$ cat src/rtl/ulk_gate_pkg.sv
package ulk_gate_pkg;

  typedef enum logic [2:0] {
    ST_IDLE    = 3'd0,
    ST_STEP1   = 3'd1,
    ST_STEP2   = 3'd2,
    ST_ARMED   = 3'd3,
    ST_LOADING = 3'd4,
    ST_REJECT  = 3'd5,
    ST_BUSY    = 3'd6
  } gate_state_e;

  // States in which the inter-write window timer runs
  function automatic logic in_window(input gate_state_e s);
    return (s == ST_STEP1) || (s == ST_STEP2) || (s == ST_ARMED) ||
           (s == ST_LOADING) || (s == ST_REJECT);
  endfunction

  // States whose window expiry launches the busy period
  function automatic logic ends_in_busy(input gate_state_e s);
    return (s == ST_LOADING) || (s == ST_REJECT);
  endfunction

  // Key step index expected in a given state (0..2)
  function automatic logic [1:0] key_step(input gate_state_e s);
    case (s)
      ST_STEP1: return 2'd1;
      ST_STEP2: return 2'd2;
      default:  return 2'd0;
    endcase
  endfunction

endpackage

$ cat src/rtl/ulk_strobe_detect.sv
module ulk_strobe_detect (
  input  logic clk,
  input  logic rst_n,
  input  logic ce_n,
  input  logic oe_n,
  input  logic we_n,
  output logic wr_evt
);
  logic wr_cond;
  logic wr_cond_q;

  assign wr_cond = !ce_n && !we_n && oe_n;

  always_ff @(posedge clk or negedge rst_n) begin
    if (!rst_n) wr_cond_q <= 1'b0;
    else        wr_cond_q <= wr_cond;
  end

  assign wr_evt = wr_cond && !wr_cond_q;

  // one strobe yields at most one event
  a_r1_single_event: assert property (@(posedge clk) disable iff (!rst_n)
    wr_evt |=> !wr_evt);

endmodule

$ cat src/rtl/ulk_interval_timer.sv
module ulk_interval_timer #(
  parameter int LIMIT = 16
) (
  input  logic clk,
  input  logic rst_n,
  input  logic clear,
  input  logic run,
  output logic expire
);
  localparam int CW = $clog2(LIMIT + 1);

  logic [CW-1:0] cnt;

  assign expire = run && !clear && (cnt == CW'(LIMIT - 1));

  always_ff @(posedge clk or negedge rst_n) begin
    if (!rst_n)                cnt <= '0;
    else if (clear)            cnt <= '0;
    else if (run && !expire)   cnt <= cnt + 1'b1;
  end

  // counter never passes its limit
  a_r6_count_bounded: assert property (@(posedge clk) disable iff (!rst_n)
    cnt < CW'(LIMIT));

endmodule

$ cat src/rtl/ulk_write_gate.sv
module ulk_write_gate #(
  parameter int ADDR_W  = 13,
  parameter int DATA_W  = 8,
  parameter int BLC_CYC = 5000,
  parameter int WC_CYC  = 500000,
  parameter logic [ADDR_W-1:0] KEY_A0 = 13'h1555,
  parameter logic [DATA_W-1:0] KEY_D0 = 8'hAA,
  parameter logic [ADDR_W-1:0] KEY_A1 = 13'h0AAA,
  parameter logic [DATA_W-1:0] KEY_D1 = 8'h55,
  parameter logic [ADDR_W-1:0] KEY_A2 = 13'h1555,
  parameter logic [DATA_W-1:0] KEY_D2 = 8'hA0
) (
  input  logic              clk,
  input  logic              rst_n,
  input  logic              ce_n,
  input  logic              oe_n,
  input  logic              we_n,
  input  logic [ADDR_W-1:0] addr,
  input  logic [DATA_W-1:0] data,
  output logic              commit_en,
  output logic              busy_start,
  output logic              busy
);
  import ulk_gate_pkg::*;

  gate_state_e state, state_d;
  logic wr_evt;
  logic step_ok;
  logic win_run, win_expire;
  logic bt_run, bt_expire;
  logic go_busy;
  logic commit_d;

  function automatic logic key_match(input logic [1:0] step,
                                     input logic [ADDR_W-1:0] a,
                                     input logic [DATA_W-1:0] d);
    case (step)
      2'd0:    return (a == KEY_A0) && (d == KEY_D0);
      2'd1:    return (a == KEY_A1) && (d == KEY_D1);
      default: return (a == KEY_A2) && (d == KEY_D2);
    endcase
  endfunction

  ulk_strobe_detect u_detect (
    .clk(clk), .rst_n(rst_n), .ce_n(ce_n), .oe_n(oe_n), .we_n(we_n),
    .wr_evt(wr_evt)
  );

  assign win_run = in_window(state);
  assign bt_run  = (state == ST_BUSY);

  ulk_interval_timer #(.LIMIT(BLC_CYC)) u_window (
    .clk(clk), .rst_n(rst_n), .clear(wr_evt), .run(win_run), .expire(win_expire)
  );

  ulk_interval_timer #(.LIMIT(WC_CYC)) u_busy (
    .clk(clk), .rst_n(rst_n), .clear(go_busy), .run(bt_run), .expire(bt_expire)
  );

  assign step_ok = key_match(key_step(state), addr, data);

  always_comb begin
    state_d  = state;
    go_busy  = 1'b0;
    commit_d = 1'b0;
    if (state == ST_BUSY) begin
      if (bt_expire) state_d = ST_IDLE;
    end else if (wr_evt) begin
      unique case (state)
        ST_IDLE:    state_d = step_ok ? ST_STEP1 : ST_REJECT;
        ST_STEP1:   state_d = step_ok ? ST_STEP2 : ST_REJECT;
        ST_STEP2:   state_d = step_ok ? ST_ARMED : ST_REJECT;
        ST_ARMED, ST_LOADING: begin
          state_d  = ST_LOADING;
          commit_d = 1'b1;
        end
        default:    state_d = ST_REJECT;
      endcase
    end else if (win_expire) begin
      if (ends_in_busy(state)) begin
        state_d = ST_BUSY;
        go_busy = 1'b1;
      end else begin
        state_d = ST_IDLE;
      end
    end
  end

  always_ff @(posedge clk or negedge rst_n) begin
    if (!rst_n) begin
      state      <= ST_IDLE;
      commit_en  <= 1'b0;
      busy_start <= 1'b0;
    end else begin
      state      <= state_d;
      commit_en  <= commit_d;
      busy_start <= go_busy;
    end
  end

  assign busy = (state == ST_BUSY);

  // commits never overlap the write period
  a_r4_no_commit_busy: assert property (@(posedge clk) disable iff (!rst_n)
    busy |-> !commit_en);
  // a commit answers a write event one cycle earlier
  a_r4_commit_after_event: assert property (@(posedge clk) disable iff (!rst_n)
    commit_en |-> $past(wr_evt));
  // the busy level rises only together with its start pulse
  a_r6_busy_rise_start: assert property (@(posedge clk) disable iff (!rst_n)
    $rose(busy) |-> busy_start);
  // start pulse is accompanied by busy
  a_r6_start_with_busy: assert property (@(posedge clk) disable iff (!rst_n)
    busy_start |-> busy);
  // no restart while already busy
  a_r9_no_restart: assert property (@(posedge clk) disable iff (!rst_n)
    busy_start |-> !$past(busy));
  // busy launch comes from a quiet window, not from a write
  a_r6_start_quiet: assert property (@(posedge clk) disable iff (!rst_n)
    busy_start |-> !$past(wr_evt));
  // start and commit are never coincident
  a_r4_exclusive: assert property (@(posedge clk) disable iff (!rst_n)
    $onehot0({commit_en, busy_start}));

endmodule

$ cat config.mk
export PLATFORM = sky130hd
export DESIGN_NAME = ulk_write_gate
export DESIGN_NICKNAME = d
export VERILOG_FILES = /design/src/rtl/ulk_gate_pkg.sv /design/src/rtl/ulk_strobe_detect.sv /design/src/rtl/ulk_interval_timer.sv /design/src/rtl/ulk_write_gate.sv
export SDC_FILE = /design/constraint.sdc
export NUM_CORES = 1
export LEC_CHECK = 0
export BUFFER_PORTS_ARGS = -buffer_cell sky130_fd_sc_hd__buf_2
export CAP_MARGIN = 20
export CORE_MARGIN = 5
export CORE_UTILIZATION = 45
export DETAILED_ROUTE_END_ITERATION = 6
export PLACE_DENSITY = 0.66
export SETUP_SLACK_MARGIN = 0.05
export SYNTH_ARGS = -nofsm -noshare
export SYNTH_HDL_FRONTEND = slang
export SYNTH_SLANG_ARGS = --single-unit
$ cat constraint.sdc
create_clock -name clk -period 2.35 [get_ports clk]
set_clock_uncertainty 0.15 [all_clocks]
set_input_delay 0.705 -clock clk [delete_from_list [all_inputs] [get_ports clk]]
set_output_delay 0.705 -clock clk [all_outputs]
set_load 0.02 [all_outputs]
==> run_results.csv, run 1 <==
group,metric,value,unit
status,status,"finished with violations",
status,failed_checks,"setup timing",
placement,port_buffers,28,
worst_setup_path,slowest_delay,0.59,ns
die,num_io_pins,29,
logic_synthesis,yosys_warnings,0,
timing,fin_crit_sh,101,%
routing,routed_wl,4.78,mm
worst_setup_path,required,2.37,ns
routing,antenna_left,0,
placement,dpl.hpwl,3.54,mm
timing,finalHoldViolCount,0,
global_route,grt-ovfl-total,0,
routing,drt_iter0_drc,88,
worst_setup_path,cp-start-kind,"flip-flop",
routing,drc,0,
layout,area_growth,21.4,%
global_route,antenna_found_initial,0,
timing,finalSetupViolCount,2,
hold_path,hold_path_class,"input pin to async pin",
global_route,track_usage,16.2,%
routing,drt_pre_antenna_iters,4,
routing,vias_per_cell,5.34,
clock_network,cts_sinks,38,
logic_synthesis,synth-edff-count,0,
clock_network,postCtsHoldBufs,0,
timing,setup_ws,-0.0202,ns
placement,place_congestion,0.788,
clock_network,htree_num_levels,2,
logic_synthesis,ys_seq_area_share,43.7,%
worst_setup_path,critPathKind,"flip-flop to flip-flop",
logic_synthesis,ys.flop_type,"dfrtp_1",
timing,period_needed,2.37,ns
logic_synthesis,synthArstFlopShare,100,%
power,p_leak,1.13,nW
logic_synthesis,synth_nets,265,
clock_network,clockRootBuffer,"clkbuf_8",
layout,antennaDiodeCount,0,
global_route,grt_max_degree,39,
worst_setup_path,cp_num_buf_inv,0,
global_route,grt_pass1_wl,8.16,mm
logic_synthesis,syn_area,0.00218,mm^2
worst_setup_path,path_cells,"or4_1, or4_4, o21ai_4, o31ai_1, a221o_1",
clock_network,clockBufferDepth,2,
routing,vias,1891,
timing,max_freq,0.422,GHz
die,initial_utilization,46.1,%
layout,fillers,429,
logic_synthesis,synth.avg_cell_area,9.19,um^2
placement,place_ws,-0.103,ns
power,ir_drop,0.524,mV
die,rows,25,
layout,finalNetCount,314,
job,maxCapViolations,0,
clock_network,cts_tree,"yes",
clock_network,clkLatencyLatePin,0.29,ns
logic_synthesis,ys_ff_latch,38,
layout,layout-drive-gt1-share,23.0,%
die,die-area,0.00633,mm^2
clock_network,cts_setup_buffers,0,
timing,drv_slew,0,
global_route,grt_pass1_vias,1800,
routing,routedWlPerCell,13.5,um
timing,worst_hold_slack,0.307,ns
worst_setup_path,path_delay_family,"simple AND/OR/NAND/NOR gates",
die,die_w,79.6,um
die,fp.dieH,79.6,um
worst_setup_path,cp_data_arrival_time,2.39,ns
power,power_density,696,mW/mm^2
clock_network,cts_made_buffers,5,
clock_network,path_clk_slew,0.08,ns
worst_setup_path,cpMaxStageDelayCell,"or4_4",
worst_setup_path,end_kind,"flip-flop",
logic_synthesis,yosysUniqueCellTypes,42,
logic_synthesis,synthCells,237,
die,fp.coreArea,0.00472,mm^2
timing,relSlewSlack,50.0,%
timing,worst_slew_pin_slew,0.740,ns
timing,rsz0062_at_grt,"yes",
worst_setup_path,critPathMaxFanout,4,
-- what timing repair did --
item / 4_1_cts / 5_1_grt
gates cloned: 0 / 0
resized for setup: 1 / 2
setup endpoints to repair: 7 / 17
-- sequential cells by signal (all words and copies together), names as in the netlist --
register	count
commit_en	1
u_detect.wr_cond_q	1
u_busy.cnt	19
state	3
u_window.cnt	13
busy_start	1
-- cell usage after synthesis (3+ instances only) --
master / number / area, um^2
nand3_1: 15 / 75.1
a21oi_1: 12 / 60.1
xor2_1: 17 / 149
mux2i_1: 3 / 30.0
o211ai_1: 4 / 30.0
nand4_1: 9 / 56.3
nand2_1: 19 / 71.3
or3_1: 7 / 43.8
nor2_1: 32 / 120
nor3_1: 4 / 20.0
xnor2_1: 3 / 26.3
o21ai_0: 10 / 50.1
inv_1: 4 / 15.0
nor4_1: 3 / 18.8
dfrtp_1: 38 / 951
nor4bb_1: 6 / 60.1
or4_1: 4 / 30.0
nor4b_1: 5 / 43.8
and3_1: 5 / 31.3
o31ai_1: 5 / 37.5
clkbuf_1: 8 / 30.0
-- kinds of logic (layout without fill, tap and decap cells) --
kind of cell    count (synthesis)  in the layout  share of synthesized area (%)
mux                             3              3                           1.38
xor+xnor                       20             20                           8.04
compound gates                 38             38                           11.5
simple gates                  123            123                           31.8
buf+inv                        13             63                           2.41
flops                          38             38                           43.7
fa+ha+maj                       2              2                           1.15
-- layer usage --
| layer | share of wire (%) | GRT usage [%] | wire [um] | up-vias |
|---|---|---|---|---|
| li1 | - | - | - | 977 |
| met5 | 0 | 0 | 0 | - |
| met4 | 1.2 | 5.50 | 55 | 0 |
| met1 | 48 | 22.3 | 2290 | 883 |
| met3 | 4.0 | 3.05 | 193 | 5 |
| met2 | 47 | 25.5 | 2250 | 26 |
-- stage by stage --
stage / instances / TNS (ns) / utilization, % / cell area, um^2 / power (mW)
CTS: 354 / -0.0516 / 55.9 / 2640 / 1.86
global placement: 346 / -0.189 / 53.9 / 2540 / 1.38
global route: 354 / -0.498 / 56.0 / 2650 / 1.99
finish: 354 / -0.0316 / 56.0 / 2650 / 1.84
detailed placement: 346 / -0.236 / 53.9 / 2540 / 1.39
floorplan: 237 / 0 / - / 2180 / 1.21
-- cell type report --
type | instances | area [um^2] | share of cell area (%)
Tap cell | 67 | 83.8 | 3.17
Sequential cell | 38 | 951 | 36.0
Multi-Input combinational cell | 186 | 1190 | 44.9
Inverter | 4 | 15.0 | 0.568
Clock buffer | 7 | 86.3 | 3.26
Clock inverter | 1 | 5.00 | 0.189
Timing Repair Buffer | 51 | 317 | 12.0
-- layout by cell type, fill, tap and decap left out, types with 2 or more instances in the layout --
cell	instances
a21oi_1	12
and3_1	5
buf_2	28
buf_4	22
clkbuf_8	6
dfrtp_1	38
ha_1	2
inv_1	3
mux2i_1	3
nand2_1	19
nand2b_1	2
nand3_1	15
nand4_1	9
nor2_1	32
nor3_1	4
nor4_1	3
nor4b_1	3
nor4b_2	2
nor4bb_1	6
o211ai_1	4
o21ai_0	10
o31ai_1	5
or3_1	7
or4_1	4
or4b_2	2
xnor2_1	3
xor2_1	17
-- worst paths after layout --
check                                   to           start  slack [ns]  cells after the start
max reg2reg                       state[1]  u_busy.cnt[14]       -0.02                      5
min                         u_busy.cnt[16]           rst_n        0.31                      2
max in group asynchronous  u_window.cnt[9]           rst_n        1.40                      2
min reg2reg                  u_busy.cnt[3]   u_busy.cnt[3]        0.39                      1
max                               state[1]  u_busy.cnt[14]       -0.02                      5
min in group clk             u_busy.cnt[3]   u_busy.cnt[3]        0.39                      1
-- report_power, final --
| group | internal [mW] | switching, mW | leakage [nW] | total [mW] |
|---|---|---|---|---|
| registers | 0.763 | 0.112 | 0.469 | 0.875 |
| clock network | 0.237 | 0.227 | 0.0482 | 0.464 |
| logic | 0.234 | 0.267 | 0.612 | 0.501 |
| total | 1.23 | 0.606 | 1.13 | 1.84 |
Power figures use the tool's default switching activity.
==> run 2, diff against run 1 <==
--- a/config.mk
+++ b/config.mk
@@ -10,6 +10,7 @@
 export CORE_MARGIN = 5
 export CORE_UTILIZATION = 45
 export DETAILED_ROUTE_END_ITERATION = 6
+export MAX_ROUTING_LAYER = met4
 export PLACE_DENSITY = 0.66
 export SETUP_SLACK_MARGIN = 0.05
 export SYNTH_ARGS = -nofsm -noshare
==> run 2 against run 1 <==
Against the previous run:
- the run still ends with setup timing left
- sequential power is essentially flat
- largest power group unchanged
- critical path depth is the same
- first-iteration DRC count is the same
- total power is essentially flat
==> run_results.csv, run 2 (same netlist as run 1, synthesis figures left out) <==
group,metric,value,unit
power,p_sw_share,33.0,%
layout,area_growth,21.4,%
worst_setup_path,required,2.37,ns
timing,fin_crit_sh,101,%
power,totalPowerFinal,1.84,mW
layout,finalNetCount,314,
global_route,antenna_found_initial,0,
clock_network,clockBufferDepth,2,
layout,regArea,951,um^2
timing,max_freq,0.422,GHz
die,num_io_pins,29,
hold_path,hold_path_class,"input pin to async pin",
routing,drc,0,
placement,place_congestion,0.800,
layout,final_util,56.0,%
worst_setup_path,cp-start-kind,"flip-flop",
layout,top_register,"u_busy.cnt",
worst_setup_path,slowest_delay,0.59,ns
die,fp.coreArea,0.00472,mm^2
layout,final_common_cell,"dfrtp_1",
routing,vias_per_cell,5.33,
layout,layout-drive-gt1-share,23.0,%
routing,drt_iter0_drc,88,
power,power.share.clock,25.2,%
timing,relSlewSlack,49.9,%
status,status,"finished with violations",
worst_setup_path,path_cells,"or4_1, or4_4, o21ai_4, o31ai_1, a221o_1",
timing,finalHoldViolCount,0,
power,seqPwrFrac,47.5,%
worst_setup_path,cp_data_arrival_time,2.39,ns
power,power_frac_comb,27.2,%
global_route,grt_max_degree,39,
timing,worst_slew_pin_slew,0.740,ns
die,die-area,0.00633,mm^2
worst_setup_path,critPathMaxFanout,4,
global_route,grt_pass1_wl,8.15,mm
clock_network,cts_made_buffers,5,
placement,place_inst,346,
routing,antenna_left,0,
global_route,track_usage,16.7,%
layout,antennaDiodeCount,0,
routing,drt_pre_antenna_iters,4,
routing,routedWlPerCell,13.5,um
worst_setup_path,critPathKind,"flip-flop to flip-flop",
layout,multi_input_area,0.00119,mm^2
power,p_sw,0.607,mW
die,rows,25,
power,power_density,696,mW/mm^2
clock_network,clockRootBuffer,"clkbuf_8",
worst_setup_path,path_delay_family,"simple AND/OR/NAND/NOR gates",
status,failed_checks,"setup timing",
routing,routed_wl,4.79,mm
clock_network,postCtsHoldBufs,0,
global_route,grt-ovfl-total,0,
layout,largestRegisters,"u_busy.cnt: 19 flops, u_window.cnt: 13 flops, state: 3 flops",
timing,worst_hold_slack,0.308,ns
placement,port_buffers,28,
timing,period_needed,2.37,ns
routing,vias,1887,
timing,drv_slew,0,
power,internal_power,1.23,mW
global_route,grt_pass1_vias,1801,
power,p_leak,1.13,nW
clock_network,path_clk_slew,0.08,ns
layout,largest_reg_flops,19,
worst_setup_path,cp_num_buf_inv,0,
worst_setup_path,end_kind,"flip-flop",
placement,place_ws,-0.103,ns
timing,setup_ws,-0.0204,ns
clock_network,htree_num_levels,2,
die,die_w,79.6,um
layout,finalNonFillerCells,354,
layout,layout_common_cells,"38 x dfrtp_1, 32 x nor2_1, 28 x buf_2, 22 x buf_4, 19 x nand2_1",
job,maxCapViolations,0,
placement,dpl.hpwl,3.54,mm
die,fp.dieH,79.6,um
worst_setup_path,cpMaxStageDelayCell,"or4_4",
timing,finalSetupViolCount,2,
timing,rsz0062_at_grt,"yes",
layout,fillers,429,
die,initial_utilization,46.1,%
clock_network,cts_setup_buffers,0,
clock_network,cts_tree,"yes",
clock_network,cts_sinks,38,
clock_network,clkLatencyLatePin,0.29,ns
power,ir_drop,0.524,mV
## run 2: power by group through the flow
| stage | Clock, mW | Sequential [mW] | Combinational, mW |
|---|---|---|---|
| after floorplan | 0 | 0.856 | 0.359 |
| after detailed placement | 0 | 0.886 | 0.501 |
| final | 0.465 | 0.875 | 0.502 |
| after global placement | 0 | 0.885 | 0.491 |
| after CTS | 0.486 | 0.873 | 0.505 |
| after global routing | 0.517 | 0.895 | 0.573 |
## run 2: layer usage
layer,GRT usage [%],vias up,wire length [um]
met4,5.50,0,55
met2,25.5,22,2250
met3,3.05,5,170
met5,-,-,0
li1,-,977,-
met1,22.3,883,2310
## run 2: worst paths after layout
check / start / slack (ns) / end / depth (start not counted)
worst max-delay path: u_busy.cnt[14] / -0.02 / state[1] / 5
worst max register to register: u_busy.cnt[14] / -0.02 / state[1] / 5
worst min-delay path: rst_n / 0.31 / u_busy.cnt[16] / 2
worst min register to register: u_busy.cnt[3] / 0.39 / u_busy.cnt[3] / 1
max in group asynchronous: rst_n / 1.40 / u_window.cnt[9] / 2
min in group clk: u_busy.cnt[3] / 0.39 / u_busy.cnt[3] / 1
## run 2: repair_timing
action                                 in CTS  in global routing
endpoints found under the hold margin       0                  0
gates cloned                                0                  0
resized for setup                           1                  2
setup endpoints to repair                   7                 17
## run 2: per-stage QoR
| stage | TNS, ns | area [um^2] |
|---|---|---|
| after floorplan | 0 | 2180 |
| after CTS | -0.0516 | 2640 |
| after global placement | -0.189 | 2540 |
| after global routing | -0.498 | 2650 |
| after detailed placement | -0.236 | 2540 |
| final | -0.0332 | 2650 |
## run 2: worst reg2reg max path: stages (launching register included)
cell,delay [ns]
dfrtp_1,0.38
or4_1,0.51
or4_4,0.59
o21ai_4,0.19
o31ai_1,0.09
a221o_1,0.34
## run 2: final cells by class
type / count / area share, %
clock inverters: 1 / 0.189
multi-input cells: 186 / 44.9
inverters: 4 / 0.568
clock buffers: 7 / 3.26
flip-flops and latches: 38 / 36.0
well taps: 67 / 3.17
repair buffers: 51 / 12.0
==> run 3, diff against run 2 <==
--- a/config.mk
+++ b/config.mk
@@ -7,11 +7,11 @@
 export LEC_CHECK = 0
 export BUFFER_PORTS_ARGS = -buffer_cell sky130_fd_sc_hd__buf_2
 export CAP_MARGIN = 20
-export CORE_MARGIN = 5
 export CORE_UTILIZATION = 45
 export DETAILED_ROUTE_END_ITERATION = 6
 export MAX_ROUTING_LAYER = met4
 export PLACE_DENSITY = 0.66
+export REMOVE_ABC_BUFFERS = 1
 export SETUP_SLACK_MARGIN = 0.05
 export SYNTH_ARGS = -nofsm -noshare
 export SYNTH_HDL_FRONTEND = slang
==> run 3 against run 2 <==
Against the previous run:
- the flow still finishes with violations (setup timing)
- hold slack worse by 0.020 ns
- final cell count is 2.8% lower
- sequential power hardly changed
- critical endpoint unchanged
==> run_results.csv, run 3 (same netlist as run 1, synthesis figures left out) <==
group,metric,value,unit
die,die-area,0.00512,mm^2
layout,multi_input_area,0.00121,mm^2
die,num_io_pins,29,
routing,routed_wl,4.85,mm
layout,final_common_cell,"dfrtp_1",
worst_setup_path,cp_data_arrival_time,2.47,ns
layout,fillers,400,
die,fp.dieH,71.6,um
global_route,grt-ovfl-total,0,
clock_network,postCtsHoldBufs,0,
global_route,antenna_found_initial,0,
layout,area_growth,25.5,%
timing,worst_slew_pin_slew,0.488,ns
timing,rsz0062_at_grt,"yes",
layout,largestRegisters,"u_busy.cnt: 19 flops, u_window.cnt: 13 flops, state: 3 flops",
worst_setup_path,critPathMaxFanout,4,
worst_setup_path,path_delay_family,"simple AND/OR/NAND/NOR gates",
placement,port_buffers,28,
global_route,track_usage,20.9,%
hold_path,hold_path_class,"input pin to async pin",
clock_network,clkLatencyLatePin,0.30,ns
routing,drt_iter0_drc,118,
status,failed_checks,"setup timing",
timing,setup_ws,-0.101,ns
clock_network,cts_sinks,38,
global_route,grt_max_degree,39,
timing,fin_crit_sh,104,%
power,ir_drop,0.588,mV
clock_network,htree_num_levels,2,
status,status,"finished with violations",
die,rows,24,
layout,antennaDiodeCount,0,
power,internal_power,1.42,mW
power,seqPwrFrac,42.5,%
routing,routedWlPerCell,14.1,um
clock_network,path_clk_slew,0.08,ns
layout,largest_reg_flops,19,
die,initial_utilization,48.4,%
timing,finalSetupViolCount,6,
placement,dpl.hpwl,3.46,mm
clock_network,clockBufferDepth,2,
die,die_w,71.6,um
worst_setup_path,critPathKind,"flip-flop to flip-flop",
power,p_sw,0.646,mW
layout,layout_common_cells,"38 x dfrtp_1, 32 x nor2_1, 29 x buf_2, 24 x buf_4, 19 x nand2_1",
timing,relSlewSlack,67.5,%
worst_setup_path,slowest_delay,0.59,ns
global_route,grt_pass1_vias,1868,
worst_setup_path,path_cells,"or4_1, or4_4, o21ai_4, o31ai_1, a221o_1",
power,p_sw_share,31.2,%
timing,drv_slew,0,
power,p_leak,1.17,nW
routing,vias,1951,
worst_setup_path,cpMaxStageDelayCell,"or4_4",
clock_network,clockRootBuffer,"clkbuf_8",
worst_setup_path,r2r.worst_path.cells,5,
timing,max_freq,0.408,GHz
routing,vias_per_cell,5.67,
worst_setup_path,path_depth,5,
die,fp.coreArea,0.00450,mm^2
layout,top_register,"u_busy.cnt",
placement,place_congestion,0.784,
layout,finalNetCount,319,
worst_setup_path,cp-start-kind,"flip-flop",
timing,period_needed,2.45,ns
layout,layout-drive-gt1-share,25.3,%
layout,regArea,951,um^2
power,power_frac_comb,24.7,%
routing,drc,0,
worst_setup_path,end_kind,"flip-flop",
clock_network,cts_made_buffers,5,
timing,worst_hold_slack,0.288,ns
global_route,grt_pass1_wl,8.23,mm
worst_setup_path,required,2.37,ns
timing,finalHoldViolCount,0,
power,power.share.clock,32.8,%
worst_setup_path,cp_num_buf_inv,0,
timing,setup_tns,-0.267,ns
routing,antenna_left,0,
clock_network,cts_tree,"yes",
job,maxCapViolations,0,
power,power_density,756,mW/mm^2
routing,drt_pre_antenna_iters,4,
-- run 3: changes by cell type in the layout (fill, tap and decap cells not counted), sizes merged --
cell and change:
bufinv +2, buf +5, clkbuf -2
-- run 3: path summary, 6_finish.rpt --
check | start | end | slack [ns]
max in group asynchronous | rst_n | u_detect.wr_cond_q | 1.40
min in group clk | u_busy.cnt[3] | u_busy.cnt[3] | 0.40
worst min-delay path | rst_n | u_busy.cnt[16] | 0.29
worst min register to register | u_busy.cnt[3] | u_busy.cnt[3] | 0.40
worst max register to register | u_busy.cnt[7] | state[1] | -0.10
worst max-delay path | u_busy.cnt[7] | state[1] | -0.10
-- run 3: routing by layer --
layer | up-vias | wire length [um] | global-route usage [%]
met4 | 0 | 51 | 5.23
met1 | 939 | 2410 | 27.3
met2 | 15 | 2280 | 33.7
li1 | 990 | - | -
met5 | - | 0 | -
met3 | 7 | 96 | 4.36
-- run 3: timing repair --
item	4_1_cts	5_1_grt
pin swaps	1	9
resized for setup	2	10
endpoints found under the setup margin	11	15
gates cloned	0	1
buffers inserted	3	2
-- run 3: stage by stage --
| step | total power [mW] | std cells | utilization (%) | setup slack [ns] | instance area [um^2] |
|---|---|---|---|---|---|
| 2_1_floorplan | 1.20 | 228 | - | -1.40 | 2140 |
| 3_3_place_gp | 1.38 | 331 | 56.1 | -0.0878 | 2520 |
| 6_report | 2.07 | 344 | 60.7 | -0.101 | 2730 |
| 4_1_cts | 2.07 | 342 | 59.8 | -0.0650 | 2690 |
| 3_5_place_dp | 1.39 | 331 | 56.1 | -0.120 | 2520 |
| 5_1_grt | 2.19 | 344 | 60.7 | -0.161 | 2730 |
-- run 3: cell type report --
| cell class | count | share of cell area (%) |
|---|---|---|
| multi-input cells | 186 | 44.1 |
| well taps | 52 | 2.38 |
| clock buffers | 5 | 2.52 |
| clock inverters | 3 | 2.52 |
| flip-flops and latches | 38 | 34.8 |
| repair buffers | 56 | 13.1 |
| inverters | 4 | 0.549 |
-- run 3: power by group through the flow --
stage          sequential, mW  clock [mW]  combinational (mW)
2_1_floorplan           0.895           0               0.305
3_3_place_gp            0.886           0               0.497
3_5_place_dp            0.888           0               0.504
4_1_cts                 0.876       0.687               0.511
5_1_grt                 0.896       0.713               0.579
6_report                0.878       0.678               0.511
